--- config.mk ---
export PLATFORM = sky130hd
export DESIGN_NAME = priv_trap_unit
export DESIGN_NICKNAME = d
export VERILOG_FILES = /design/src/rtl/priv_trap_pkg.sv /design/src/rtl/priv_trap_arb.sv /design/src/rtl/priv_trap_regs.sv /design/src/rtl/priv_trap_unit.sv
export SDC_FILE = /design/constraint.sdc
export NUM_CORES = 1
export LEC_CHECK = 0
export ABC_CLOCK_PERIOD_IN_PS = 2000
export BUFFER_PORTS_ARGS = -buffer_cell sky130_fd_sc_hd__buf_4
export CAP_MARGIN = 10
export CORE_ASPECT_RATIO = 2
export CORE_MARGIN = 2
export CORE_UTILIZATION = 40
export CTS_CLUSTER_SIZE = 25
export DETAILED_ROUTE_END_ITERATION = 8
export PLACE_DENSITY = 0.73
export SLEW_MARGIN = 10
export SYNTH_ARGS = -nofsm -noshare
export SYNTH_HDL_FRONTEND = slang
export SYNTH_SLANG_ARGS = --single-unit
--- constraint.sdc ---
create_clock -name clk -period 2 [get_ports clk]
set_clock_uncertainty 0.2 [all_clocks]
set_input_delay 0.1 -clock clk [delete_from_list [all_inputs] [get_ports clk]]
set_output_delay 0.1 -clock clk [all_outputs]
set_load 0.02 [all_outputs]
--- src/rtl/priv_trap_pkg.sv ---
package priv_trap_pkg;

    localparam int CAUSE_W = 4;
    localparam int CLASS_W = 3;
    localparam int IP_W    = 1 + CLASS_W + CAUSE_W;

    // bit 1: interrupt enable, bit 0: mode (1 = user)
    typedef struct packed {
        logic ie;
        logic user;
    } psw_t;

    typedef enum logic [2:0] {
        EV_NONE,
        EV_EXC,
        EV_PRIV,
        EV_TIMER,
        EV_IO,
        EV_RTI,
        EV_WRITE
    } ev_e;

    localparam logic [CLASS_W-1:0] CL_EXC   = 3'd1;
    localparam logic [CLASS_W-1:0] CL_PRIV  = 3'd2;
    localparam logic [CLASS_W-1:0] CL_TIMER = 3'd3;
    localparam logic [CLASS_W-1:0] CL_IO    = 3'd4;

    function automatic logic [IP_W-1:0] pack_ip(input logic [CLASS_W-1:0] cl,
                                                input logic [CAUSE_W-1:0] cause);
        return {1'b0, cl, cause};
    endfunction

    function automatic logic is_entry(input ev_e e);
        return (e == EV_EXC) || (e == EV_PRIV) || (e == EV_TIMER) || (e == EV_IO);
    endfunction

endpackage

--- src/rtl/priv_trap_arb.sv ---
module priv_trap_arb
    import priv_trap_pkg::*;
(
    input  psw_t                 psw,
    input  logic                 exc_req,
    input  logic [CAUSE_W-1:0]   exc_cause,
    input  logic                 irq_timer,
    input  logic                 irq_io,
    input  logic [CAUSE_W-1:0]   io_id,
    input  logic                 priv_op,
    input  logic                 wr_en,
    input  logic                 rti,
    output ev_e                  ev,
    output logic [IP_W-1:0]      ip_code,
    output logic                 fault
);

    always_comb begin
        fault   = psw.user && (priv_op || wr_en || rti);
        ev      = EV_NONE;
        ip_code = '0;
        if (exc_req) begin
            ev      = EV_EXC;
            ip_code = pack_ip(CL_EXC, exc_cause);
        end else if (fault) begin
            ev      = EV_PRIV;
            ip_code = pack_ip(CL_PRIV, {1'b0, rti, wr_en, priv_op});
        end else if (psw.ie && irq_timer) begin
            ev      = EV_TIMER;
            ip_code = pack_ip(CL_TIMER, '0);
        end else if (psw.ie && irq_io) begin
            ev      = EV_IO;
            ip_code = pack_ip(CL_IO, io_id);
        end else if (rti) begin
            ev = EV_RTI;
        end else if (wr_en) begin
            ev = EV_WRITE;
        end
    end

endmodule

--- src/rtl/priv_trap_regs.sv ---
module priv_trap_regs
    import priv_trap_pkg::*;
#(
    parameter int             AW        = 32,
    parameter logic [AW-1:0]  RESET_VEC = '0
) (
    input  logic              clk,
    input  logic              rst,
    input  ev_e               ev,
    input  logic [IP_W-1:0]   ip_code,
    input  logic [AW-1:0]     cur_ia,
    input  logic              wr_sel,
    input  logic [AW-1:0]     wr_data,
    output psw_t              psw,
    output logic [AW-1:0]     iva,
    output logic [AW-1:0]     iia,
    output psw_t              ipsw,
    output logic [IP_W-1:0]   ip
);

    always_ff @(posedge clk) begin
        if (rst) begin
            psw  <= '0;
            iva  <= RESET_VEC;
            iia  <= '0;
            ipsw <= '0;
            ip   <= '0;
        end else begin
            if (is_entry(ev)) begin
                iia  <= cur_ia;
                ipsw <= psw;
                ip   <= ip_code;
                psw  <= '0;
            end else if (ev == EV_RTI) begin
                psw <= ipsw;
            end else if (ev == EV_WRITE) begin
                if (wr_sel) iva <= wr_data;
                else        psw <= psw_t'(wr_data[1:0]);
            end
        end
    end

endmodule

--- src/rtl/priv_trap_unit.sv ---
module priv_trap_unit
    import priv_trap_pkg::*;
#(
    parameter int             AW        = 32,
    parameter logic [AW-1:0]  RESET_VEC = '0
) (
    input  logic           clk,
    input  logic           rst,
    input  logic [AW-1:0]  cur_ia_i,
    input  logic           exc_req_i,
    input  logic [3:0]     exc_cause_i,
    input  logic           irq_timer_i,
    input  logic           irq_io_i,
    input  logic [3:0]     io_id_i,
    input  logic           priv_op_i,
    input  logic           rti_i,
    input  logic           wr_en_i,
    input  logic           wr_sel_i,
    input  logic [AW-1:0]  wr_data_i,
    output logic           redirect_o,
    output logic [AW-1:0]  redirect_addr_o,
    output logic [1:0]     psw_o,
    output logic [AW-1:0]  iva_o,
    output logic [AW-1:0]  iia_o,
    output logic [1:0]     ipsw_o,
    output logic [7:0]     ip_o,
    output logic           priv_fault_o
);

    psw_t             psw_q;
    psw_t             ipsw_q;
    ev_e              ev_w;
    logic [IP_W-1:0]  ip_code_w;
    logic             entry_w;
    logic             rti_take_w;
    logic             wr_take_w;

    priv_trap_arb u_arb (
        .psw       (psw_q),
        .exc_req   (exc_req_i),
        .exc_cause (exc_cause_i),
        .irq_timer (irq_timer_i),
        .irq_io    (irq_io_i),
        .io_id     (io_id_i),
        .priv_op   (priv_op_i),
        .wr_en     (wr_en_i),
        .rti       (rti_i),
        .ev        (ev_w),
        .ip_code   (ip_code_w),
        .fault     (priv_fault_o)
    );

    priv_trap_regs #(.AW(AW), .RESET_VEC(RESET_VEC)) u_regs (
        .clk     (clk),
        .rst     (rst),
        .ev      (ev_w),
        .ip_code (ip_code_w),
        .cur_ia  (cur_ia_i),
        .wr_sel  (wr_sel_i),
        .wr_data (wr_data_i),
        .psw     (psw_q),
        .iva     (iva_o),
        .iia     (iia_o),
        .ipsw    (ipsw_q),
        .ip      (ip_o)
    );

    assign entry_w    = is_entry(ev_w);
    assign rti_take_w = (ev_w == EV_RTI);
    assign wr_take_w  = (ev_w == EV_WRITE);

    always_comb begin
        redirect_o      = entry_w || rti_take_w;
        redirect_addr_o = rti_take_w ? iia_o : iva_o;
    end

    assign psw_o  = psw_q;
    assign ipsw_o = ipsw_q;

endmodule

=== Word level (Yosys, flattened, before mapping) ===
Cells that the tools add are included.

* Register bits: 76
* Bits of input ports: 81
* Output and inout port bits: 110
* Logic and storage cells: 43

* Equality and inequality tests: 7
* Multiplexer cells: 14
* Bitwise logic cells: 2
* Reductions and logical operators: 13

{| class="wikitable"
|+ Operators by type and width
! cell !! count
|-
| 32-bit 2-to-1 mux || 1
|-
| 8-bit 2-to-1 mux || 3
|-
| 3-bit 2-to-1 mux || 6
|-
| 3-bit == test (second input constant) || 3
|-
| 7-bit 2-to-1 mux || 1
|-
| 3-bit by 2-bit == test with 1-bit output (second input constant) || 2
|-
| 1-bit logical OR || 6
|-
| 2-bit 2-to-1 mux || 3
|-
| 4-bit AND reduction || 1
|-
| 3-bit by 1-bit == test with 1-bit output (second input constant) || 1
|-
| 1-bit logical AND || 3
|-
| 2-bit by 1-bit != test with 1-bit output (second input constant) || 1
|-
| 1-bit NOT || 2
|-
| 2-bit AND reduction || 1
|-
| 2-bit nonzero test || 1
|-
| 2-bit OR reduction || 1
|}

=== Longest topological paths before layout ===
Gate-level depths: netlist (run 1).

* Depth after elaboration: 12
* Mapped depth: 7
* Gate-level depth less buffers: 4

=== By module ===
A second synthesis (run 1) with hierarchy kept.

* Cells, all modules: 408
* Area, all modules: 3895.0 um^2

{| class="wikitable"
|+ Modules (own cells, without submodules)
! module !! times used !! cells each !! area each (um^2) !! sequential area each (um^2)
|-
| priv_trap_regs || 1 || 337 || 3143.0 || 1521.5
|-
| priv_trap_unit || 1 || 38 || 536.8 || 0.0
|-
| priv_trap_arb || 1 || 33 || 215.2 || 0.0
|}

=== Least setup slack after synthesis (run 1) ===
OpenSTA, ideal clock, no wires.

* Path type: reg-to-reg
* Start: reg, netlist name u_regs.psw[0]
* End: reg u_regs.iia[10]
* Setup time: 128 ps
* Arrival time: 1530 ps
* Required time: 1672 ps
* Slack: 143 ps
* Stages on the path, launching flop included: 8
* Path buffers: 3
* Clock period less this slack: 1857 ps
* Cells stage by stage: dfxtp_1 -> buf_2 -> o31ai_4 -> nand4b_1 -> buf_2 -> buf_6 -> mux2i_1 -> nor2_1

* Cells in the longest elaborated chain, start to end: 7
* Elaborated cells on any way between the ends: 10
* Classes of those cells: 4 x eq/ne; 2 x mux; 4 x reduce/logical

{| class="wikitable"
|+ RTL lines
! what !! RTL line !! RTL
|-
| 1-bit logical AND * || priv_trap_arb.sv:19 || <nowiki>fault = psw.user && (priv_op || wr_en || rti);</nowiki>
|-
| 3-bit 2-to-1 mux * || priv_trap_arb.sv:25 || <nowiki>end else if (fault) begin</nowiki>
|-
| 3-bit 2-to-1 mux * || priv_trap_arb.sv:22 || <nowiki>if (exc_req) begin</nowiki>
|-
| 3-bit by 1-bit == test with 1-bit output or 3-bit by 2-bit == test with 1-bit output (tied branches) || priv_trap_pkg.sv:34 || <nowiki>return (e == EV_EXC) || (e == EV_PRIV) || (e == EV_TIMER) || (e == EV_IO);</nowiki>
|-
| 1-bit logical OR (2 in a row) || priv_trap_pkg.sv:34 ||
|-
| 1-bit logical OR * || priv_trap_pkg.sv:34 ||
|-
| end signal: assignment || priv_trap_regs.sv:30 || <nowiki>iia <= cur_ia;</nowiki>
|-
| end: declaration || priv_trap_regs.sv:16 || <nowiki>output logic [AW-1:0] iia,</nowiki>
|}

Mark *: on every way between the ends. The rest lies on a longest branch, timed or not.
A chain may end at the register's enable or synchronous reset.

=== Final worst setup path (run 1) ===
* Start: reg, netlist name u_regs.psw[0]
* End: out redirect_o

* Cells in the longest elaborated chain, start to end: 8
* Elaborated cells on any way between the ends: 12
* Classes of those cells: 5 x eq/ne; 2 x mux; 5 x reduce/logical

{| class="wikitable"
|+ RTL lines
! what !! RTL line !! RTL
|-
| 1-bit logical AND * || priv_trap_arb.sv:19 ||
|-
| 3-bit 2-to-1 mux * || priv_trap_arb.sv:25 ||
|-
| 3-bit 2-to-1 mux * || priv_trap_arb.sv:22 ||
|-
| 3-bit by 1-bit == test with 1-bit output or 3-bit by 2-bit == test with 1-bit output (tied branches) || priv_trap_pkg.sv:34 ||
|-
| 1-bit logical OR (3 in a row) || priv_trap_pkg.sv:34 ||
|-
| 1-bit logical OR * || priv_trap_unit.sv:73 || <nowiki>redirect_o = entry_w || rti_take_w;</nowiki>
|-
| end: declaration || priv_trap_unit.sv:20 || <nowiki>output logic redirect_o,</nowiki>
|}

Marks and branches as above.

==> impl_metrics.yaml, run 1 <==
logic_synthesis:
  avgSynthCellArea_sq_um: 10.2
  syn-cell-area_sq_um: 3560
  synth-warning-count: 0
  synth-edff-count: 0
  ys_seq_area_share_pct: 42.1
  yosysUniqueCellTypes: 32
  synthCells: 350
  synth_flop_cell: "dfxtp_1"
  synth_nets: 431
  async_reset_ff_share_pct: 0
  ys_seq_elements: 75
layout:
  multiInputGateArea_sq_um: 1910
  area_delta_synth_final_pct: 80.8
  drive_gt1_share_pct: 42.5
  nets: 712
  nFillCells: 577
  seqCellArea_sq_um: 1510
  antenna_cells: 0
  design_area_sq_um: 6440
global_route:
  antenna_found_initial: 0
  grt_max_degree: 47
  grt_pass1_wl_microns: 18000
  grt-ovfl-total: 0
  grtUsageTotal_pct: 23.5
  first_global_vias: 3820
route:
  drt_iter0_markers: 110
  antenna_left: 0
  vias_per_cell: 4.98
  first_pass_iters: 4
  vias: 3658
  drc: 0
  postRouteWirelength_microns: 12300
  wl_per_cell_microns: 16.8
setup_path:
  criticalPathCategory: "reg -> out"
  slowest_delay_ps: 380
  worstPathCellList: "a22oi_2 > nand4b_1 > buf_12 > nand2b_4 > buf_6"
  worstPathArrival_ps: 1660
  crit_path_max_fanout: 8
  required_ps: 1700
  cpLargestDelayFamily: "flip-flops"
  cp_num_buf_inv: 2
  cp_slowest_cell: "dfxtp_4"
  critPathCaptureType: "output pin"
  start_kind: "flip-flop"
die:
  core_area_sq_um: 8650
  die_area_sq_um: 9730
  io_pins: 191
  dieWidth_microns: 70.7
  die_h_microns: 137
  start_util_pct: 41.2
  std_cell_rows: 48
clocking:
  htreeDepth: 3
  cts.sinks: 75
  cts_buffer_depth: 2
  clk_pin_slew_worst_paths_ps: 50
  cts_inserted_buffers: 9
  clock-root-buffer: "clkbuf_16"
  cts_tree: "yes"
  clock_latency_ps: 330
sta:
  fin_ws_ps: 36.1
  setup_viol: 0
  maxClockFrequency_mhz: 509
  timing.hold.ws_ps: -76.4
  slew_violations: 0
  hold_viol_final: 1
  fin_crit_sh_pct: 98.2
  period_needed_ps: 1960
power:
  p_leak_uw: 0.00308
  irDropWorstVdd_mv: 0.436
  power_density_nw_per_um2: 692
status:
  status: "finished with violations"
  violations: "hold timing"
place:
  pre_cts_slack_ps: 235
  post-dp-hpwl_microns: 7840
  gp_congestion: 0.863
  dpl_cell_area_sq_um: 5070
  portBuffers: 189
worst_hold_path:
  hold_path_class: "in -> reg"
run:
  drv_cap: 0
==> worst register-to-register path, stage by stage, from the launching register on <==
cell           delay (ps)
dfxtp_4               370
buf_4                 160
nand2_1                90
buf_6                 140
mux2i_1               180
o22ai_1               100
dlygate4sd3_1         570
==> timing repair <==
item	4_1_cts	5_1_grt
buffers inserted	0	10
pin swaps	1	3
resized for setup	3	11
endpoints found under the setup margin	33	35
hold buffers	84	0
cloned	0	3
endpoints found under the hold margin	75	0
==> layout by cell type (no fill, tap or decap), types with 2 or more instances in the layout <==
cell type      instances
buf_12                 4
buf_4                203
a21oi_1                7
clkbuf_16             12
inv_1                  3
bufinv_16              3
nor2_1                42
o211a_1                2
mux2i_1               69
buf_6                  3
mux2_2                32
nand4b_1               2
nand2_1                6
dfxtp_1               73
nand2b_1              64
dlygate4sd3_1         83
dfxtp_4                2
o22ai_1                4
==> report_power, final <==
part / switching [uW] / internal [uW] / total, uW
registers: 64.9 / 1570 / 1630
clock network: 582 / 1250 / 1830
logic: 442 / 555 / 998
total: 1090 / 3370 / 4460
==> state kept, by name, indices dropped and copies added, names as in the netlist <==
register / cells
u_regs.iia: 32
u_regs.ip: 7
u_regs.ipsw: 2
u_regs.iva: 32
u_regs.psw: 2
==> logic make-up after synthesis <==
kind of cell | Yosys count | share of synthesized area, %
AND/OR/NAND/NOR | 123 | 18.8
multiplexers | 101 | 29.5
flip-flops | 75 | 42.1
buffers and inverters | 29 | 5.16
AO/OA/AOI/OAI | 21 | 4.32
other | 1 | 0.105
==> final timing paths <==
kind / depth (start not counted) / end / slack (ps) / from
max: 5 / redirect_o / 40 / u_regs.psw[0]
min: 3 / u_regs.ip[3] / -80 / io_id_i[3]
max reg2reg: 6 / u_regs.ip[1] / 90 / u_regs.psw[1]
min reg2reg: 2 / u_regs.iva[19] / 290 / u_regs.iva[19]
==> layer usage <==
| layer | share of wire, % | GRT usage [%] | vias up |
|---|---|---|---|
| li1 | - | - | 1749 |
| met1 | 35 | 22.5 | 1734 |
| met2 | 58 | 45.7 | 143 |
| met3 | 4.6 | 4.54 | 32 |
| met4 | 3.1 | 12.7 | 0 |
| met5 | 0 | 0 | - |
==> synth_stat cells, types with 2 or more instances <==
master	count	area (sq um)
dfxtp_1	75	1500
mux2i_1	69	691
nand2b_1	65	407
nor2_1	43	161
mux2_2	32	360
clkbuf_1	12	45.0
a21oi_1	7	35.0
nand2_1	7	26.3
buf_2	5	25.0
buf_6	4	45.0
o22ai_1	4	25.0
buf_8	3	45.0
inv_1	3	11.3
nand4b_1	2	17.5
o211a_1	2	20.0
==> through the flow <==
stage,cells,util [%],total power [uW],hold WS [ps],setup TNS (ps)
floorplan,350,-,2090,44.7,0
global placement,624,58.6,2430,132,0
detailed placement,624,58.6,2440,143,0
CTS,723,72.4,4420,9.54,0
global route,735,74.5,4610,16.9,-32.0
finish,735,74.5,4460,-76.4,0
==> cell type report <==
class                   count  share of cell area [%]
inverters                   3                   0.175
repair buffers            296                    39.5
clock buffers              11                    3.77
flip-flops and latches     75                    23.4
multi-input cells         246                    29.7
well taps                 100                    1.94
clock inverters             4                    1.53
Power figures use the tool's default switching activity.
==> run 2, diff against run 1 <==
Settings changed: ABC_AREA set to 1, PLACE_DENSITY 0.73 to 0.74.
==> impl_metrics.yaml, run 2 <==
clocking:
  htreeDepth: 3
  cts_inserted_buffers: 9
  cts.sinks: 75
  clk_pin_slew_worst_paths_ps: 50
  cts_tree: "yes"
  clock_latency_ps: 330
  clock-root-buffer: "clkbuf_16"
  cts_buffer_depth: 2
sta:
  worst_slew_pin_slew_ps: 613
  hold_viol_final: 0
  rsz0062_at_grt: "yes"
  fin_ws_ps: -188
  setup_viol: 33
  slew_violations: 0
  max_slew_margin_pct: 58.9
  maxClockFrequency_mhz: 457
  period_needed_ps: 2190
  fin_crit_sh_pct: 109
die:
  start_util_pct: 41.0
  std_cell_rows: 47
  die_area_sq_um: 9300
  die_h_microns: 134
  io_pins: 191
  dieWidth_microns: 69.2
  core_area_sq_um: 8290
global_route:
  grt_pass1_wl_microns: 22200
  first_global_vias: 4636
  grtUsageTotal_pct: 30.1
  grt_max_degree: 40
  grt-ovfl-total: 0
  antenna_found_initial: 0
logic_synthesis:
  syn-cell-area_sq_um: 3400
  post-synth-top-count-cell: "nand2_1"
  synth_common_cells: "193 x nand2_1, 75 x dfxtp_1, 74 x nor2_1"
  async_reset_ff_share_pct: 0
  synth-warning-count: 0
  synth_area_leaders: "dfxtp_1 44%, nand2_1 21%, nor2_1 8.2%"
  synth-edff-count: 0
  avgSynthCellArea_sq_um: 6.60
  ys_seq_area_share_pct: 44.2
  synthCells: 515
  synth_top_area_share_pct: 44.2
  synth_nets: 596
  synth_flop_cell: "dfxtp_1"
  ys_seq_elements: 75
  yosysUniqueCellTypes: 26
  synth_area_leader_cell: "dfxtp_1"
layout:
  antenna_cells: 0
  design_area_sq_um: 6560
  layout_common_cells: "186 x buf_4, 174 x nand2_1, 77 x dlygate4sd3_1"
  seqCellArea_sq_um: 1510
  largestRegisters: "u_regs.iia: 32 flops, u_regs.iva: 32 flops, u_regs.ip: 7 flops"
  drive_gt1_share_pct: 36.4
  final_common_cell: "buf_4"
  area_delta_synth_final_pct: 93.0
  multiInputGateArea_sq_um: 1780
  nets: 876
  nFillCells: 520
route:
  postRouteWirelength_microns: 15100
  vias_per_cell: 5.11
  first_pass_iters: 5
  drt_iter0_markers: 288
  wl_per_cell_microns: 16.8
  antenna_left: 0
  vias: 4592
  drc: 0
setup_path:
  required_ps: 1700
  critPathCaptureType: "output pin"
  crit_path_max_fanout: 8
  criticalPathCategory: "reg -> out"
  worstPathArrival_ps: 1890
  start_kind: "flip-flop"
power:
  irDropWorstVdd_mv: 0.567
  p_leak_uw: 0.00332
  power_density_nw_per_um2: 636
  total_power_uw: 4170
place:
  post-dp-hpwl_microns: 8570
  pre_cts_slack_ps: 51.3
  portBuffers: 189
  dpl_cell_area_sq_um: 4880
  gp_congestion: 0.878
run:
  drv_cap: 0
status:
  violations: "setup timing"
  status: "finished with violations"
worst_hold_path:
  hold_path_class: "in -> reg"
[run 2: area by class of cell]
type                       count  area share (%)
timing repair buffer         298            40.9
multi-input combinational    364            27.1
clock buffer                  14            3.87
inverter                      47            2.77
tap                           98            1.87
sequential                    75            22.9
clock inverter                 2           0.534
[run 2: logic make-up (layout without fill, tap and decap cells)]
group	Yosys count	count (layout)	share of synthesized area [%]
other	1	1	0.110
DFF	75	75	44.2
buffers and inverters	76	361	10.4
AOI/OAI and AO/OA	80	80	12.1
and+or+nand+nor	283	283	33.2
[run 2: repair_timing]
item,in CTS,in global routing
setup endpoints to repair,33,35
gates cloned,3,2
endpoints found under the hold margin,71,0
hold buffers,77,0
pin swaps,7,10
setup buffers,13,6
gates resized for setup,44,55
[run 2: routing by layer]
layer / GRT usage, % / wire (microns) / vias up
li1: - / - / 2143
met1: 28.8 / 5030 / 2104
met2: 58.5 / 8340 / 265
met3: 4.43 / 841 / 80
met4: 18.3 / 902 / 0
met5: 0 / 0 / -
[run 2: critical path: stages (launching register included)]
cell and delay, ps:
dfxtp_4 370, nand2_4 100, nand2_4 60, inv_2 60
nand4_1 160, nor2_4 170, buf_12 150, buf_12 120
buf_16 140, o21ai_2 80, buf_6 130
[run 2: final timing paths]
check	startpoint	end	slack (ps)	depth (start not counted)
setup / recovery	u_regs.psw[1]	redirect_addr_o[17]	-190	10
hold / removal	wr_sel_i	u_regs.psw[1]	40	6
setup reg to reg	u_regs.psw[1]	u_regs.psw[0]	-60	13
hold reg to reg	u_regs.ip[4]	u_regs.ip[4]	270	2
[run 2: power by group]
part / total, uW / switching (uW) / internal [uW]
Clock: 1590 / 593 / 1000
Sequential: 1620 / 61.3 / 1560
Combinational: 958 / 477 / 481
Total: 4170 / 1130 / 3040
[run 2: metrics by stage]
stage	util [%]	cells	hold WS (ps)	setup TNS (ps)
floorplan	-	515	34.9	0
global placement	58.9	783	122	0
detailed placement	58.9	783	128	0
CTS	75.7	892	2.36	-3400
global route	79.1	898	62.0	-6540
finish	79.1	898	36.0	-5100
==> run 3, diff against run 2 <==
Settings changed: CORE_UTILIZATION 40 to 44, PLACE_DENSITY 0.74 to 0.8.
==> impl_metrics.yaml, run 3 (synthesis results as in run 2) <==
die:
  std_cell_rows: 45
  die_h_microns: 128
  die_area_sq_um: 8490
  dieWidth_microns: 66.2
  start_util_pct: 45.1
  io_pins: 191
  core_area_sq_um: 7540
layout:
  nFillCells: 408
  largestRegisters: "u_regs.iia: 32 flops, u_regs.iva: 32 flops, u_regs.ip: 7 flops"
  layout_common_cells: "189 x buf_4, 180 x nand2_1, 77 x dlygate4sd3_1"
  nets: 872
  final_common_cell: "buf_4"
  design_area_sq_um: 6460
  drive_gt1_share_pct: 35.3
  area_delta_synth_final_pct: 90.1
sta:
  rsz0062_at_grt: "yes"
  period_needed_ps: 2240
  setup_viol: 36
  fin_crit_sh_pct: 112
  hold_viol_final: 0
  fin_ws_ps: -240
  maxClockFrequency_mhz: 446
  max_slew_margin_pct: 62.5
  slew_violations: 0
  worst_slew_pin_slew_ps: 560
clocking:
  clk_pin_slew_worst_paths_ps: 60
  cts_inserted_buffers: 9
  cts_tree: "yes"
  cts.sinks: 75
  htreeDepth: 3
  clock-root-buffer: "clkbuf_16"
  cts_buffer_depth: 2
  clock_latency_ps: 330
setup_path:
  cpLargestDelayFamily: "simple AND/OR/NAND/NOR gates"
  crit_path_max_fanout: 17
  start_kind: "flip-flop"
  cp_num_buf_inv: 4
  required_ps: 1700
  cp_slowest_cell: "dfxtp_4"
  criticalPathCategory: "reg -> out"
  critPathCaptureType: "output pin"
  worstPathArrival_ps: 1940
  worstPathCellList: "nand2_4 > buf_6 > nand4_1 > nor2_4 > buf_12 > buf_12 > nand2_2 > o21ai_4 > buf_6"
  slowest_delay_ps: 380
route:
  drt_iter0_markers: 329
  wl_per_cell_microns: 18.4
  postRouteWirelength_microns: 16400
  vias_per_cell: 5.40
  first_pass_iters: 5
  vias: 4812
  drc: 0
  antenna_left: 0
power:
  power_density_nw_per_um2: 660
  p_comb_share_pct: 22.1
  irDropWorstVdd_mv: 0.685
  p_sw_uw: 1170
  clkPwrFrac_pct: 39.9
  switching_share_pct: 27.3
  p_leak_uw: 0.00326
  p_int_uw: 3100
  seq_power_share_pct: 38.0
global_route:
  first_global_vias: 4864
  grt-ovfl-total: 0
  grt_pass1_wl_microns: 23700
  grtUsageTotal_pct: 37.2
  antenna_found_initial: 1
  grt_max_degree: 43
run:
  drv_cap: 0
place:
  post-dp-hpwl_microns: 8310
  portBuffers: 189
  dpl_cell_area_sq_um: 4880
  gp_congestion: 0.894
  pre_cts_slack_ps: 52.3
status:
  status: "finished with violations"
  violations: "setup timing"
worst_hold_path:
  hold_path_class: "in -> reg"
==> run 3: cell count changes in the layout (fill, tap and decap cells not counted), moves of 4 or more <==
cell and delta:
buf_6 -7, nand2_1 +6, nand2_2 -4, o21ai_1 +5, o21ai_2 -4
==> run 3: layout make-up <==
type	count	area (sq um)	area share (%)
Antenna cell	1	2.50	0.0387
Clock buffer	10	229	3.54
Clock inverter	6	80.1	1.24
Inverter	47	179	2.77
Multi-Input combinational cell	364	1760	27.2
Sequential cell	75	1510	23.3
Tap cell	94	118	1.82
Timing Repair Buffer	294	2590	40.1
==> run 3: metal layers <==
metal	track usage, %	vias to the layer above	share of wire [%]
met1	35.9	2298	32
li1	-	2139	-
met4	26.3	0	6.6
met3	5.79	87	6.1
met2	68.4	288	55
met5	0	-	0
==> run 3: power by group through the flow <==
stage / Combinational [uW] / Clock (uW) / Sequential [uW]
5_1_grt: 988 / 1760 / 1620
3_5_place_dp: 672 / 0 / 1640
3_3_place_gp: 659 / 0 / 1640
6_report: 942 / 1700 / 1620
2_1_floorplan: 263 / 0 / 1710
4_1_cts: 876 / 1700 / 1610
==> run 3: final timing paths <==
| kind | cells past startpoint | slack (ps) | startpoint | to |
|---|---|---|---|---|
| setup / recovery | 9 | -240 | u_regs.psw[1] | redirect_addr_o[20] |
| setup reg to reg | 11 | -70 | u_regs.psw[1] | u_regs.iva[21] |
| hold / removal | 6 | 50 | wr_sel_i | u_regs.psw[1] |
| hold reg to reg | 2 | 280 | u_regs.ip[4] | u_regs.ip[4] |
==> run 3: worst register-to-register path, delay by kind of cell (launching register included) <==
kind / cells / cell delay, ps
buffers and inverters: 2 / 290
flip-flops: 1 / 400
AND/OR/NAND/NOR: 9 / 1040
==> run 3: repair_timing <==
item	4_1_cts	5_1_grt
hold endpoints to repair	71	0
gates resized for setup	54	33
hold buffers	77	0
pin swaps	8	13
endpoints found under the setup margin	32	34
gates cloned	2	0
buffers inserted	12	6
==> run 3: stage by stage <==
step	util [%]	total power, uW	hold slack, ps	TNS [ps]	instances
after floorplan	-	1980	34.9	0	515
after global placement	64.7	2300	122	0	779
after detailed placement	64.7	2320	129	0	779
after CTS	83.7	4190	29.4	-6220	886
after global routing	85.7	4370	83.6	-8170	891
final	85.7	4270	45.7	-6370	891
